<file path="src/rtl/dbg_tap_pkg.sv">
// Package: shared controller state type and next-state function for the
// debug-channel test access port. Assumes the standard 16-state controller.
package dbg_tap_pkg;

    typedef enum logic [3:0] {
        ST_RESET   = 4'd0,
        ST_IDLE    = 4'd1,
        ST_SEL_DR  = 4'd2,
        ST_CAP_DR  = 4'd3,
        ST_SH_DR   = 4'd4,
        ST_EX1_DR  = 4'd5,
        ST_PAU_DR  = 4'd6,
        ST_EX2_DR  = 4'd7,
        ST_UPD_DR  = 4'd8,
        ST_SEL_IR  = 4'd9,
        ST_CAP_IR  = 4'd10,
        ST_SH_IR   = 4'd11,
        ST_EX1_IR  = 4'd12,
        ST_PAU_IR  = 4'd13,
        ST_EX2_IR  = 4'd14,
        ST_UPD_IR  = 4'd15
    } tap_state_e;

    // Standard TMS-driven transition of the controller.
    function automatic tap_state_e tap_next(input tap_state_e cur, input logic m);
        case (cur)
            ST_RESET:  return m ? ST_RESET  : ST_IDLE;
            ST_IDLE:   return m ? ST_SEL_DR : ST_IDLE;
            ST_SEL_DR: return m ? ST_SEL_IR : ST_CAP_DR;
            ST_CAP_DR: return m ? ST_EX1_DR : ST_SH_DR;
            ST_SH_DR:  return m ? ST_EX1_DR : ST_SH_DR;
            ST_EX1_DR: return m ? ST_UPD_DR : ST_PAU_DR;
            ST_PAU_DR: return m ? ST_EX2_DR : ST_PAU_DR;
            ST_EX2_DR: return m ? ST_UPD_DR : ST_SH_DR;
            ST_UPD_DR: return m ? ST_SEL_DR : ST_IDLE;
            ST_SEL_IR: return m ? ST_RESET  : ST_CAP_IR;
            ST_CAP_IR: return m ? ST_EX1_IR : ST_SH_IR;
            ST_SH_IR:  return m ? ST_EX1_IR : ST_SH_IR;
            ST_EX1_IR: return m ? ST_UPD_IR : ST_PAU_IR;
            ST_PAU_IR: return m ? ST_EX2_IR : ST_PAU_IR;
            ST_EX2_IR: return m ? ST_UPD_IR : ST_SH_IR;
            default:   return m ? ST_SEL_DR : ST_IDLE;
        endcase
    endfunction

endpackage

</file>
<file path="src/rtl/dbg_tap_fsm.sv">
// Module: controller state register.
// Assumes: tms is stable around the rising edge of tck; trst_n is asynchronous.
module dbg_tap_fsm
    import dbg_tap_pkg::*;
(
    input  logic       tck,
    input  logic       trst_n,
    input  logic       tms,
    output tap_state_e state
);

    // Advance the controller on each rising TCK edge; reset forces Test-Logic-Reset.
    always_ff @(posedge tck or negedge trst_n) begin
        if (!trst_n) state <= ST_RESET;
        else         state <= tap_next(state, tms);
    end

endmodule

</file>
<file path="src/rtl/dbg_tap_ir.sv">
// Module: instruction shift register and held instruction.
// Assumes: IR_W >= 2; the capture pattern is ...001 with the LSB shifted out first.
module dbg_tap_ir
    import dbg_tap_pkg::*;
#(
    parameter int IR_W = 3
) (
    input  logic            tck,
    input  logic            trst_n,
    input  tap_state_e      state,
    input  logic            tdi,
    output logic [IR_W-1:0] ir_sr,
    output logic [IR_W-1:0] ir_hold
);

    localparam logic [IR_W-1:0] CAP_PAT = IR_W'(1);
    localparam logic [IR_W-1:0] BYPASS  = '1;

    // Capture the fixed pattern, then shift towards bit 0 with TDI entering at the top.
    always_ff @(posedge tck or negedge trst_n) begin
        if (!trst_n)                ir_sr <= CAP_PAT;
        else if (state == ST_CAP_IR) ir_sr <= CAP_PAT;
        else if (state == ST_SH_IR)  ir_sr <= {tdi, ir_sr[IR_W-1:1]};
    end

    // Hold the instruction: loaded at Update-IR, forced to bypass in Test-Logic-Reset.
    always_ff @(posedge tck or negedge trst_n) begin
        if (!trst_n)                 ir_hold <= BYPASS;
        else if (state == ST_RESET)  ir_hold <= BYPASS;
        else if (state == ST_UPD_IR) ir_hold <= ir_sr;
    end

endmodule

</file>
<file path="src/rtl/dbg_tap_dr.sv">
// Module: data registers, the 1-bit bypass and the debug channel register,
// with the parallel capture/update interface to the debug engine.
// Assumes: dbg_sel is stable throughout a data scan (it changes only at Update-IR or reset).
module dbg_tap_dr
    import dbg_tap_pkg::*;
#(
    parameter int DR_W = 10
) (
    input  logic            tck,
    input  logic            trst_n,
    input  tap_state_e      state,
    input  logic            tdi,
    input  logic            dbg_sel,
    input  logic [DR_W-1:0] eng_rd_data,
    output logic [DR_W-1:0] dbg_sr,
    output logic            dr_tdo,
    output logic [DR_W-1:0] eng_wr_data,
    output logic            eng_wr_valid
);

    logic byp_q;

    // Bypass cell: captures 0 and passes TDI through one stage.
    always_ff @(posedge tck or negedge trst_n) begin
        if (!trst_n)                 byp_q <= 1'b0;
        else if (state == ST_CAP_DR) byp_q <= 1'b0;
        else if (state == ST_SH_DR)  byp_q <= tdi;
    end

    // Debug register: load the engine word, then shift LSB first.
    always_ff @(posedge tck or negedge trst_n) begin
        if (!trst_n)                             dbg_sr <= '0;
        else if (dbg_sel && state == ST_CAP_DR)  dbg_sr <= eng_rd_data;
        else if (dbg_sel && state == ST_SH_DR)   dbg_sr <= {tdi, dbg_sr[DR_W-1:1]};
    end

    // Engine output word: updated only at Update-DR under the debug instruction.
    always_ff @(posedge tck or negedge trst_n) begin
        if (!trst_n)                            eng_wr_data <= '0;
        else if (dbg_sel && state == ST_UPD_DR) eng_wr_data <= dbg_sr;
    end

    // Strobe: high for the one TCK cycle that follows the update.
    always_ff @(posedge tck or negedge trst_n) begin
        if (!trst_n) eng_wr_valid <= 1'b0;
        else         eng_wr_valid <= dbg_sel && (state == ST_UPD_DR);
    end

    // Serial output of whichever data register the instruction selects.
    always_comb dr_tdo = dbg_sel ? dbg_sr[0] : byp_q;

endmodule

</file>
<file path="src/rtl/dbg_tap.sv">
// Module: top of the debug-channel test access port. It joins the controller,
// the instruction path and the data path, and times TDO off the falling TCK edge.
// Assumes: the host samples tdo on rising tck.
module dbg_tap
    import dbg_tap_pkg::*;
#(
    parameter int              IR_W     = 3,
    parameter int              DR_W     = 10,
    parameter logic [IR_W-1:0] DBG_CODE = 3'b010
) (
    input  logic            tck,
    input  logic            trst_n,
    input  logic            tms,
    input  logic            tdi,
    output logic            tdo,
    output logic            tdo_oe,
    input  logic [DR_W-1:0] eng_rd_data,
    output logic [DR_W-1:0] eng_wr_data,
    output logic            eng_wr_valid
);

    tap_state_e      state;
    logic [IR_W-1:0] ir_sr;
    logic [IR_W-1:0] ir_hold;
    logic [DR_W-1:0] dbg_sr;
    logic            dbg_sel;
    logic            dr_tdo;

    dbg_tap_fsm u_fsm (
        .tck    (tck),
        .trst_n (trst_n),
        .tms    (tms),
        .state  (state)
    );

    dbg_tap_ir #(.IR_W(IR_W)) u_ir (
        .tck     (tck),
        .trst_n  (trst_n),
        .state   (state),
        .tdi     (tdi),
        .ir_sr   (ir_sr),
        .ir_hold (ir_hold)
    );

    // Instruction decode: the debug code picks the wide register, all else bypass.
    always_comb dbg_sel = (ir_hold == DBG_CODE);

    dbg_tap_dr #(.DR_W(DR_W)) u_dr (
        .tck          (tck),
        .trst_n       (trst_n),
        .state        (state),
        .tdi          (tdi),
        .dbg_sel      (dbg_sel),
        .eng_rd_data  (eng_rd_data),
        .dbg_sr       (dbg_sr),
        .dr_tdo       (dr_tdo),
        .eng_wr_data  (eng_wr_data),
        .eng_wr_valid (eng_wr_valid)
    );

    // Output stage: on falling TCK, drive the shift bit in the shift states, else 0.
    always_ff @(negedge tck or negedge trst_n) begin
        if (!trst_n) begin
            tdo    <= 1'b0;
            tdo_oe <= 1'b0;
        end else if (state == ST_SH_IR) begin
            tdo    <= ir_sr[0];
            tdo_oe <= 1'b1;
        end else if (state == ST_SH_DR) begin
            tdo    <= dr_tdo;
            tdo_oe <= 1'b1;
        end else begin
            tdo    <= 1'b0;
            tdo_oe <= 1'b0;
        end
    end

endmodule

</file>
<file path="config.mk">
export PLATFORM = sky130hd
export DESIGN_NAME = dbg_tap
export DESIGN_NICKNAME = d
export VERILOG_FILES = /design/src/rtl/dbg_tap_pkg.sv /design/src/rtl/dbg_tap_fsm.sv /design/src/rtl/dbg_tap_ir.sv /design/src/rtl/dbg_tap_dr.sv /design/src/rtl/dbg_tap.sv
export SDC_FILE = /design/constraint.sdc
export NUM_CORES = 1
export LEC_CHECK = 0
export BUFFER_PORTS_ARGS = -buffer_cell sky130_fd_sc_hd__buf_2
export CORE_MARGIN = 4
export CORE_UTILIZATION = 45
export DETAILED_ROUTE_END_ITERATION = 8
export PLACE_DENSITY = 0.66
export SETUP_SLACK_MARGIN = 0.05
export SYNTH_ARGS = -nofsm -noshare
export SYNTH_HDL_FRONTEND = slang
export SYNTH_SLANG_ARGS = --single-unit
</file>
<file path="constraint.sdc">
create_clock -name tck -period 4.2 [get_ports tck]
set_clock_uncertainty 0.15 [all_clocks]
set_input_delay 0.21 -clock tck [delete_from_list [all_inputs] [get_ports tck]]
set_output_delay 0.21 -clock tck [all_outputs]
set_load 0.03 [all_outputs]
</file>
; After elaboration in Yosys (flattened, before gate mapping)
; Index checks and enable logic that the tools add are counted.
[op_classes]
n_mux = 26
eq_ne = 15
reduce_logical = 10
[op_table]
columns = op, n
row1 = case mux 4 bit (11 select lines), 1
row2 = "equality test 4 bit, second input constant", 8
row3 = two-way mux 10 bit, 2
row4 = two-way mux 3 bit, 6
row5 = "equality test 4 x 3 -> 1 bit, second input constant", 4
row6 = two-way mux 4 bit, 4
row7 = two-way mux 1 bit, 10
row8 = "equality test 4 x 2 -> 1 bit, second input constant", 2
row9 = nonzero test 2 bit, 4
row10 = two-way mux 2 bit, 3
row11 = zero test 4 bit, 1
row12 = OR reduction 2 bit, 2
row13 = "equality test 3 x 2 -> 1 bit, second input constant", 1
row14 = logical AND 1 bit, 3
[word_totals]
wordCells = 60
input_bits = 14
reg_bits = 34
out_inout_bits = 13

; Longest topological paths before layout
; Gate-level depths: netlist of the first run.
[logic_depth]
ltp_word = 4
depth_mapped = 6
depth_no_buf = 3

; By module
; A second synthesis of the first run with hierarchy kept.
[hier_totals]
hier_cells = 165
hier_area_um2 = 1682.9
[by_module_without_submodules]
columns = module, seq_area_each_um2, instances, cells_each, area_each_um2
row1 = dbg_tap_dr, 550.5, 1, 91, 1004.7
row2 = dbg_tap_fsm, 100.1, 1, 37, 300.3
row3 = dbg_tap_ir, 155.1, 1, 28, 277.8
row4 = dbg_tap, 50.0, 1, 9, 100.1

==> results of run 1 <==
-- registers in the layout (all words and copies together), names as in the netlist --
register,cells
u_dr.dbg_sr,10
u_dr.eng_wr_data,10
u_fsm.state,4
u_ir.ir_hold,3
u_ir.ir_sr,3
tdo,1
tdo_oe,1
u_dr.byp_q,1
u_dr.eng_wr_valid,1
-- synthesized netlist by cell type, types with 2 or more instances --
cell type	n
dfrtp_1	28
o22ai_1	11
a2bb2oi_1	10
mux2_4	9
nand2_1	8
clkbuf_1	7
o21ai_1	7
nor2_1	5
dfstp_2	4
a22oi_1	3
buf_2	3
nand2b_1	3
o21ai_0	3
a211oi_1	2
dfrtn_1	2
inv_1	2
mux2i_1	2
nand3_1	2
nor2b_1	2
-- per-stage QoR --
stage | power [mW] | hold slack [ns]
finish | 1.26 | 0.0115
detailed placement | 0.962 | 0.0292
CTS | 1.27 | 0.00359
global route | 1.35 | 0.0148
floorplan | 0.861 | -0.236
global placement | 0.944 | 0.0272
-- cell usage in the layout, fill, tap and decap left out, types with 2 or more instances in the layout --
cell,instances
a211oi_1,2
nor2_1,5
a2bb2oi_1,10
o22ai_1,11
dlygate4sd3_1,3
buf_2,26
dfstp_2,4
mux2_4,9
mux2i_1,2
nor2b_1,2
nand2b_1,3
dfrtp_1,28
o21ai_0,3
a22oi_1,3
o21ai_1,7
dfrtn_1,2
bufinv_16,2
inv_1,2
buf_4,4
nand2_1,8
nand3_1,2
clkbuf_4,5
-- area by class of cell --
class | count | area [µm²]
clock buffers | 5 | 37.5
clock inverters | 3 | 68.8
inverters | 3 | 11.3
flip-flops and latches | 34 | 856
well taps | 46 | 57.6
fillers | 293 | 1480
multi-input cells | 88 | 688
repair buffers | 33 | 190
-- worst paths after layout --
check	slack [ns]	endpoint	from
min	0.01	u_dr.dbg_sr[7]$_DFFE_PN0P_	eng_rd_data[7]
max in group asynchronous	1.37	tdo$_DFF_NN0_	trst_n
min reg2reg	0.34	u_ir.ir_sr[0]$_DFFE_PN1P_	u_ir.ir_sr[0]$_DFFE_PN1P_
min in group asynchronous	0.18	u_dr.dbg_sr[2]$_DFFE_PN0P_	trst_n
max	0.49	tdo$_DFF_NN0_	u_fsm.state[1]$_DFF_PN0_
max reg2reg	0.49	tdo$_DFF_NN0_	u_fsm.state[1]$_DFF_PN0_
-- worst max-delay path: cells and delay by family, from the launching register on --
kind	cells	cell delay, ns
AND/OR/NAND/NOR	1	0.71
flip-flops	1	0.57
AO/OA/AOI/OAI	1	0.19
-- kinds of logic after synthesis --
| logic type | count (synthesis) |
|---|---|
| AND/OR/NAND/NOR | 31 |
| multiplexers | 12 |
| AO/OA/AOI/OAI | 44 |
| flip-flops | 34 |
| XOR/XNOR | 1 |
| buffers and inverters | 14 |
-- timing repair --
item,CTS,global route
endpoints found under the hold margin,19,0
setup endpoints to repair,0,0
hold buffers,3,0
-- metal layers --
metal	up-vias	part of all wire [%]	track usage, %
li1	562	-	-
met1	561	47	20.1
met2	29	46	24.8
met3	7	5.1	4.16
met4	0	1.8	7.20
met5	-	0	0
-- power by group --
group          leakage [nW]  internal [mW]  switching [mW]
combinational         0.450          0.190           0.201
clock                0.0554          0.186           0.120
sequential            0.444          0.446           0.119
==> summary.md, run 1 <==
| Metric | Value |
|---|---|
| Mapped Nets | 150 |
| Worst slew pin tran | 0.627 ns |
| Yosys warnings | 0 |
| Clk Tree Root Cell | clkbuf_4 |
| DP Area | 1770 µm² |
| Fin cells | 212 |
| Yosys top cell area share | 43.6% |
| Combinational family with the most area after synthesis | compound AO/OA/AOI/OAI gates |
| Endpoints failing hold | 0 |
| Synth Cell Area | 1610 µm² |
| Ant diodes | 0 |
| Top Ports | 27 |
| Max_slew headroom | 57.9% |
| Final core occ | 56.3% |
| Tot GR Track Use | 15.7% |
| DRT Pass-1 Iters | 4 |
| First-pass GRT wire length | roughly 5.3 mm |
| Die height | ~68 µm |
| Unrepaired setup endpoints after global routing | no |
| Mux cell area share after synthesis | 10.4% |
| Total Routed Length | 3.26 mm |
| CTS tree | done |
| Clk slew on worst S/H paths | 0.12 ns |
| Critical path peak fanout | 17 |
| CP endpoint kind | flip-flop |
| Synth Area in XOR/XNOR | 0.545% |
| Final setup violation count | 0 |
| Post-synth EDFFs | 0 |
| Crit path cell chain | or4b_1 -> o2bb2ai_1 |
| Dpl ws | 0.527 ns |
| 1st-iter DRT viols | 88 |
| Synth Register Bits | 34 |
| Routability cong. | 0.782 |
| Ys async rst share | between 90% and 100% |
| Vias/cell | between 5 and 6 |
| Ranking of synthesized cells by area | dfrtp_1 44%, mux2_4 8.4%, dfstp_2 6.5% |
| Cells after DPL | approximately 200 |
| Fin. max-slew vios | 0 |
| Area growth syn-to-layout | 18.8% |
| Crit start category | flip-flop |
| Worst Slack Setup Final | between 0.4 and 0.5 ns |
| Sequential fraction of the synthesis area | 53.2% |
| Critical path data required time | around 2.3 ns |
| Setup bufs post-CTS | 0 |
| Compound-cell area share of the yosys netlist | between 10% and 20% |
| VDD IR-drop max | around 420 µV |
| PD cells | roughly 660 nW/µm² |
| Post-DP HPWL | 2.22 mm |
| Ys flop type | dfrtp_1 |
| CTS Buf Count | 5 |
| Mean post-synth cell area | 11.8 µm² |
| Final Net Count | approximately 180 |
| Dominant cell type by area after synthesis | dfrtp_1 |
| MaxCap Viol Count | 0 |
| Adder-Cell Fraction of Synth Area | 0% |
| Delay of the slowest critical-path stage | 0.71 ns |
| Die Area | 4590 µm² |
| CP arrival | 1.81 ns |
| HP Class | in2reg |
| Vias | between 1000 and 1500 |
| Drt wl/cell | 15.4 µm |
| Die X | 67.8 µm |
| Core Area | 3390 µm² |
| Area share of and/or/nand/nor cells after synthesis | 12.1% |
| Run status | finished, final reports clean |
| Max Root-Sink Buffers | 2 |
| R2r worst-path depth | 2 |
| Vias in the first global route | between 1000 and 1500 |
| Detail Route Antenna Nets | 0 |
| Largest net degree at the start of global routing | 21 |
| CTS Sinks | 34 |
| Hold depth | 3 |
| Post-route DRC | 0 |
| Overflow after GRT | 0 |
| Setup CP Type | reg2reg |
| H-tree depth | 2 |
| Design area | 1910 µm² |
| Initial Util | 47.4% |
| CP max stage cell | or4b_1 |
| CTS-repair resized insts | 0 |
| Initial antenna violation count | 0 |
| P_leak | 0.949 nW |
| Clock Latency Late Sink | approximately 0.35 ns |
| Post-synthesis cell type count | 42 |
| Setup TNS | 0 ns |
| Cell count after synthesis | 136 |
| Layout cells sized above 1 | 33.1% |
| Row cnt | 21 |
| Port bufs | 26 |
(Power assumes the default switching activity.)
==> run 2, diff against run 1 <==
BUFFER_PORTS_ARGS = -buffer_cell sky130_fd_sc_hd__clkbuf_2   (was -buffer_cell sky130_fd_sc_hd__buf_2)
REMOVE_ABC_BUFFERS = 1   (was not set)
==> summary.md, run 2 (synthesis gave the netlist of run 1 again) <==
| Metric | Value |
|---|---|
| Run status | finished, final reports clean |
| Area growth syn-to-layout | 16.7% |
| Final setup violation count | 0 |
| Biggest regs | u_dr.dbg_sr (10), u_dr.eng_wr_data (10), u_fsm.state (4) |
| Setup TNS | 0 ns |
| GR met3 Demand/Resource | between 5 and 6% |
| Setup CP Type | reg2reg |
| CTS Buf Count | 5 |
| Die Area | 4590 µm² |
| VDD IR-drop max | 332 µV |
| Post-DP HPWL | 2.26 mm |
| CTS tree | done |
| Ant diodes | 0 |
| Initial Util | 47.4% |
| DP Area | 1770 µm² |
| Most frequent cells in the layout | 28 x dfrtp_1, 26 x clkbuf_2, 11 x o22ai_1, 10 x a2bb2oi_1, 9 x mux2_4 |
| Endpoints failing hold | 0 |
| First-pass GRT wire length | around 5.5 mm |
| Crit start category | flip-flop |
| Top Ports | 27 |
| CP endpoint kind | flip-flop |
| Max Root-Sink Buffers | 2 |
| Critical path data required time | 2.30 ns |
| PD cells | 606 nW/µm² |
| Clock Latency Late Sink | 0.33 ns |
| Overflow after GRT | 0 |
| Comb pwr share | about a third |
| Core Area | roughly 3400 µm² |
| Initial antenna violation count | 0 |
| Sequential share of power | 51.9% |
| 1st-iter DRT viols | between 70 and 80 |
| Tot GR Track Use | 16.5% |
| Final Net Count | 180 |
| Fin. max-slew vios | 0 |
| Port bufs | 26 |
| HP Class | in2reg |
| H-tree depth | 2 |
| Vias in the first global route | approximately 1200 |
| P_leak | 0.923 nW |
| M2 GR Usage | between 20% and 30% |
| Row cnt | 21 |
| Die X | ~68 µm |
| Clk Tree Root Cell | clkbuf_4 |
| Max_slew headroom | 57.8% |
| Unrepaired setup endpoints after global routing | no |
| Routability cong. | 0.840 |
| Setup bufs post-CTS | 0 |
| Clock share of power | 16.2% |
| DRT Pass-1 Iters | 4 |
| Layout cells sized above 1 | 31.7% |
| Largest net degree at the start of global routing | 27 |
| Drt wl/cell | 15.2 µm |
| MaxCap Viol Count | 0 |
| Met1 Resource Use GR | 19.3% |
| Die height | 67.8 µm |
| Clk slew on worst S/H paths | 0.10 ns |
| Post-route DRC | 0 |
| Design area | ~1900 µm² |
| Critical path peak fanout | 18 |
| Detail Route Antenna Nets | 0 |
| Total Routed Length | 3.24 mm |
| Vias/cell | 5.59 |
| Net Sw Frac | around 37% |
| CP arrival | 1.68 ns |
| Int Power | 712 µW |
| Total Power | 1.14 mW |
| Vias | 1190 |
| Grt peak-use layer | met2 |
| Psw | 424 µW |
| CTS Sinks | 34 |
| Most common cell after layout, fill and taps aside | dfrtp_1 |
| Worst slew pin tran | 0.629 ns |
-- run 2: cell types whose count changed in the layout (fill, tap and decap cells not counted) --
cell and change:
clkbuf_8 +1, bufinv_16 -2, clkinv_2 +1, dlygate4sd3_1 +2, clkbuf_1 +1, buf_2 -26
buf_4 -1, clkbuf_2 +26, clkinv_4 -1
-- run 2: power by group through the flow --
stage	combinational (mW)	clock (mW)	sequential [mW]
floorplan	0.264	0	0.573
global placement	0.354	0	0.581
detailed placement	0.358	0	0.595
CTS	0.365	0.193	0.588
global route	0.411	0.208	0.610
finish	0.362	0.185	0.590
-- run 2: per-stage QoR --
step / utilization [%] / cells / hold WS, ns / worst slack [ns]
4_1_cts: 55.3 / 213 / 0.0000397 / 0.616
6_report: 55.3 / 213 / 0.0162 / 0.619
3_5_place_dp: 52.1 / 200 / -0.0699 / 0.642
3_3_place_gp: 52.1 / 200 / -0.0721 / 0.678
2_1_floorplan: - / 125 / -0.236 / 0.505
5_1_grt: 55.3 / 213 / 0.00613 / 0.507
-- run 2: final cells by class --
| cell class | count | area [µm²] |
|---|---|---|
| Clock buffer | 7 | 55.1 |
| Clock inverter | 1 | 5.00 |
| Fill cell | 313 | 1510 |
| Inverter | 3 | 11.3 |
| Multi-Input combinational cell | 88 | 688 |
| Sequential cell | 34 | 856 |
| Tap cell | 46 | 57.6 |
| Timing Repair Buffer | 34 | 203 |
-- run 2: worst paths after layout --
path	from	end	slack [ns]	cells after the start
min in group asynchronous	trst_n	u_dr.eng_wr_data[0]$_DFFE_PN0P_	0.12	2
min reg2reg	u_ir.ir_sr[0]$_DFFE_PN1P_	u_ir.ir_sr[0]$_DFFE_PN1P_	0.34	2
min	eng_rd_data[6]	u_dr.dbg_sr[6]$_DFFE_PN0P_	0.02	3
max	u_fsm.state[0]$_DFF_PN0_	tdo$_DFF_NN0_	0.62	2
max reg2reg	u_fsm.state[0]$_DFF_PN0_	tdo$_DFF_NN0_	0.62	2
max in group asynchronous	trst_n	tdo$_DFF_NN0_	1.57	2
-- run 2: worst max-delay path, stage by stage (launching register included) --
cell and delay (ns):
dfrtp_1 0.57, or4b_1 0.63, o2bb2ai_1 0.15
-- run 2: routing by layer --
layer / wire length [µm] / part of all wire (%)
met5: 0 / 0
met4: 55 / 1.7
met3: 168 / 5.2
met2: 1580 / 49
met1: 1430 / 44
-- run 2: repair_timing --
item / 4_1_cts / 5_1_grt
gates resized for setup: 0 / 0
endpoints found under the hold margin: 35 / 0
hold buffers: 5 / 0
==> run 3, diff against run 2 <==
RECOVER_POWER = 50   (was not set)
SYNTH_HIERARCHICAL = 1   (was not set)
==> summary.md, run 3 <==
| Metric | Value |
|---|---|
| Ys async rst share | 100% |
| Setup CP Type | reg2reg |
| CP max stage cell | dfstp_2 |
| Critical Path Stages | 4 |
| Delay of the slowest critical-path stage | 0.54 ns |
| Sequential fraction of the synthesis area | 50.9% |
| Synth Register Bits | 34 |
| Overflow after GRT | 0 |
| Tot GR Track Use | between 10% and 20% |
| Cells after DPL | 233 |
| CTS tree | done |
| Endpoints failing hold | 0 |
| DRT Pass-1 Iters | 4 |
| Max_slew headroom | 13.0% |
| Worst Path Buf+Inv | 1 |
| Area growth syn-to-layout | 14.8% |
| Hold depth | 3 |
| Row cnt | 21 |
| Most common cell after layout, fill and taps aside | dfrtp_1 |
| Ant diodes | 0 |
| Final setup violation count | 0 |
| Die Area | ~4800 µm² |
| Initial Util | 48.5% |
| Synth Cell Area | 1680 µm² |
| Post-synth EDFFs | 0 |
| Biggest regs | u_dr/dbg_sr (10), u_dr/eng_wr_data (10), u_fsm/state (4) |
| VDD IR-drop max | 284 µV |
| Post-DP HPWL | 2.45 mm |
| Vias/cell | between 5 and 6 |
| Die height | between 60 and 70 µm |
| Crit start category | flip-flop |
| 1st-iter DRT viols | 55 |
| R2r worst-path depth | 4 |
| Die X | 69.2 µm |
| Most frequent cells in the layout | 28 x dfrtp_1, 17 x clkbuf_2, 14 x inv_1, 14 x o21ai_0, 13 x nor3_1 |
| Mean post-synth cell area | about 10 µm² |
| Post-synthesis cell type count | 37 |
| Worst slew pin tran | between 1 and 1.5 ns |
| H-tree depth | 2 |
| Setup TNS | 0 ns |
| Critical path peak fanout | 4 |
| Layout cells sized above 1 | between 20% and 30% |
| Initial antenna violation count | 0 |
| CP arrival | 1.76 ns |
| Ranking of synthesized cells by area | dfrtp_1 42%, mux2_2 7.4%, dfstp_2 6.2% |
| Routability cong. | 0.726 |
| Ys flop type | dfrtp_1 |
| Yosys top cell area share | 41.6% |
| Count leader, synth | dfrtp_1 |
| Dominant cell type by area after synthesis | dfrtp_1 |
| Port bufs | 26 |
| Final Net Count | 209 |
| Total Routed Length | 3.51 mm |
| Cell count after synthesis | ~170 |
| Run status | finished, final reports clean |
| Post-route DRC | 0 |
| CTS Buf Count | 5 |
| HP Class | in2reg |
| Clk slew on worst S/H paths | roughly 0.060 ns |
| Core Area | between 3000 and 4000 µm² |
| PD cells | around 580 nW/µm² |
| CP endpoint kind | flip-flop |
| Clock Latency Late Sink | 0.28 ns |
| Yosys warnings | 6 |
| Synth top cells by count | 28 x dfrtp_1, 14 x inv_1, 14 x o21ai_0 |
| CTS Sinks | 34 |
| Unrepaired setup endpoints after global routing | no |
| Crit path cell chain | nor3b_1 -> mux2_2 -> inv_1 -> o22ai_2 |
| Detail Route Antenna Nets | 0 |
| Largest net degree at the start of global routing | 26 |
| Clk Tree Root Cell | clkbuf_8 |
| Filler cells | 341 |
| Fin cells | approximately 240 |
| Top Ports | 27 |
| Critical path data required time | 2.08 ns |
| Fin. max-slew vios | 0 |
| Vias | 1338 |
| Max Root-Sink Buffers | 2 |
| Drt wl/cell | ~15 µm |
| Vias in the first global route | roughly 1300 |
| Critical path's top delay family | flip-flops |
| MaxCap Viol Count | 0 |
| CTS-repair resized insts | 0 |
| First-pass GRT wire length | 6.06 mm |
| Total Power | 1.12 mW |
| P_leak | 0.876 nW |
## run 3: changes by cell type in the layout (fill, tap and decap cells not counted), sizes merged, moves of 5 or more
cell     change
o22ai       -10
inv         +11
a221oi       +5
nor3        +13
a2bb2oi     -10
a21oi        +6
## run 3: final cells by class
| class | count | area, µm² | area share, % |
|---|---|---|---|
| sequential | 34 | 856 | 44.3 |
| tap | 46 | 57.6 | 2.98 |
| timing repair buffer | 32 | 163 | 8.42 |
| inverter | 14 | 52.6 | 2.72 |
| clock buffer | 7 | 76.3 | 3.95 |
| multi-input combinational | 108 | 727 | 37.6 |
## run 3: path summary, 6_finish.rpt
check / startpoint / end / slack (ns)
setup reg to reg: u_ir/ir_hold[1]$_DFFE_PN1P_ / tdo$_DFF_NN0_ / 0.32
hold reg to reg: u_dr/dbg_sr[2]$_DFFE_PN0P_ / u_dr/eng_wr_data[2]$_DFFE_PN0P_ / 0.35
setup / recovery: u_ir/ir_hold[1]$_DFFE_PN1P_ / tdo$_DFF_NN0_ / 0.32
max in group asynchronous: trst_n / tdo_oe$_DFF_NN0_ / 1.27
hold / removal: eng_rd_data[8] / u_dr/dbg_sr[8]$_DFFE_PN0P_ / 0.06
min in group asynchronous: trst_n / u_fsm/state[0]$_DFF_PN0_ / 0.27
## run 3: worst min-delay path: cells and delay by family
family,cells,cell delay [ns]
AOI/OAI and AO/OA,1,0.11
and+or+nand+nor,1,0.04
buffers and inverters,1,0.08
## run 3: per-stage QoR
| stage | util, % | worst slack [ns] | instance area [µm²] | hold WS [ns] |
|---|---|---|---|---|
| final | 55.7 | 0.321 | 1930 | 0.0609 |
| after global routing | 55.7 | 0.219 | 1930 | 0.0814 |
| after CTS | 56.1 | 0.307 | 1950 | 0.0569 |
| after detailed placement | 53.6 | 0.331 | 1860 | -0.0549 |
| after global placement | 53.6 | 0.403 | 1860 | -0.0573 |
| after floorplan | - | 0.480 | 1640 | -0.236 |
## run 3: where the power goes
| group | internal (mW) | switching, mW |
|---|---|---|
| sequential | 0.422 | 0.0481 |
| combinational | 0.159 | 0.278 |
| clock | 0.114 | 0.104 |
## run 3: timing repair
item                                   4_1_cts  5_1_grt
endpoints found under the hold margin        7        0
hold buffers                                 1        0
buffers inserted                             0        0
## run 3: cell families after synthesis
logic type	synth area share (%)
compound gates	17.5
flops	50.9
simple gates	17.8
buf+inv	5.95
mux	7.96
## run 3: routing by layer
metal	share of wire, %	wire length, µm	global-route usage [%]
met1	46	1600	18.8
met2	48	1690	25.8
met3	3.7	130	4.80
met4	2.5	87	8.03
met5	0	0	0
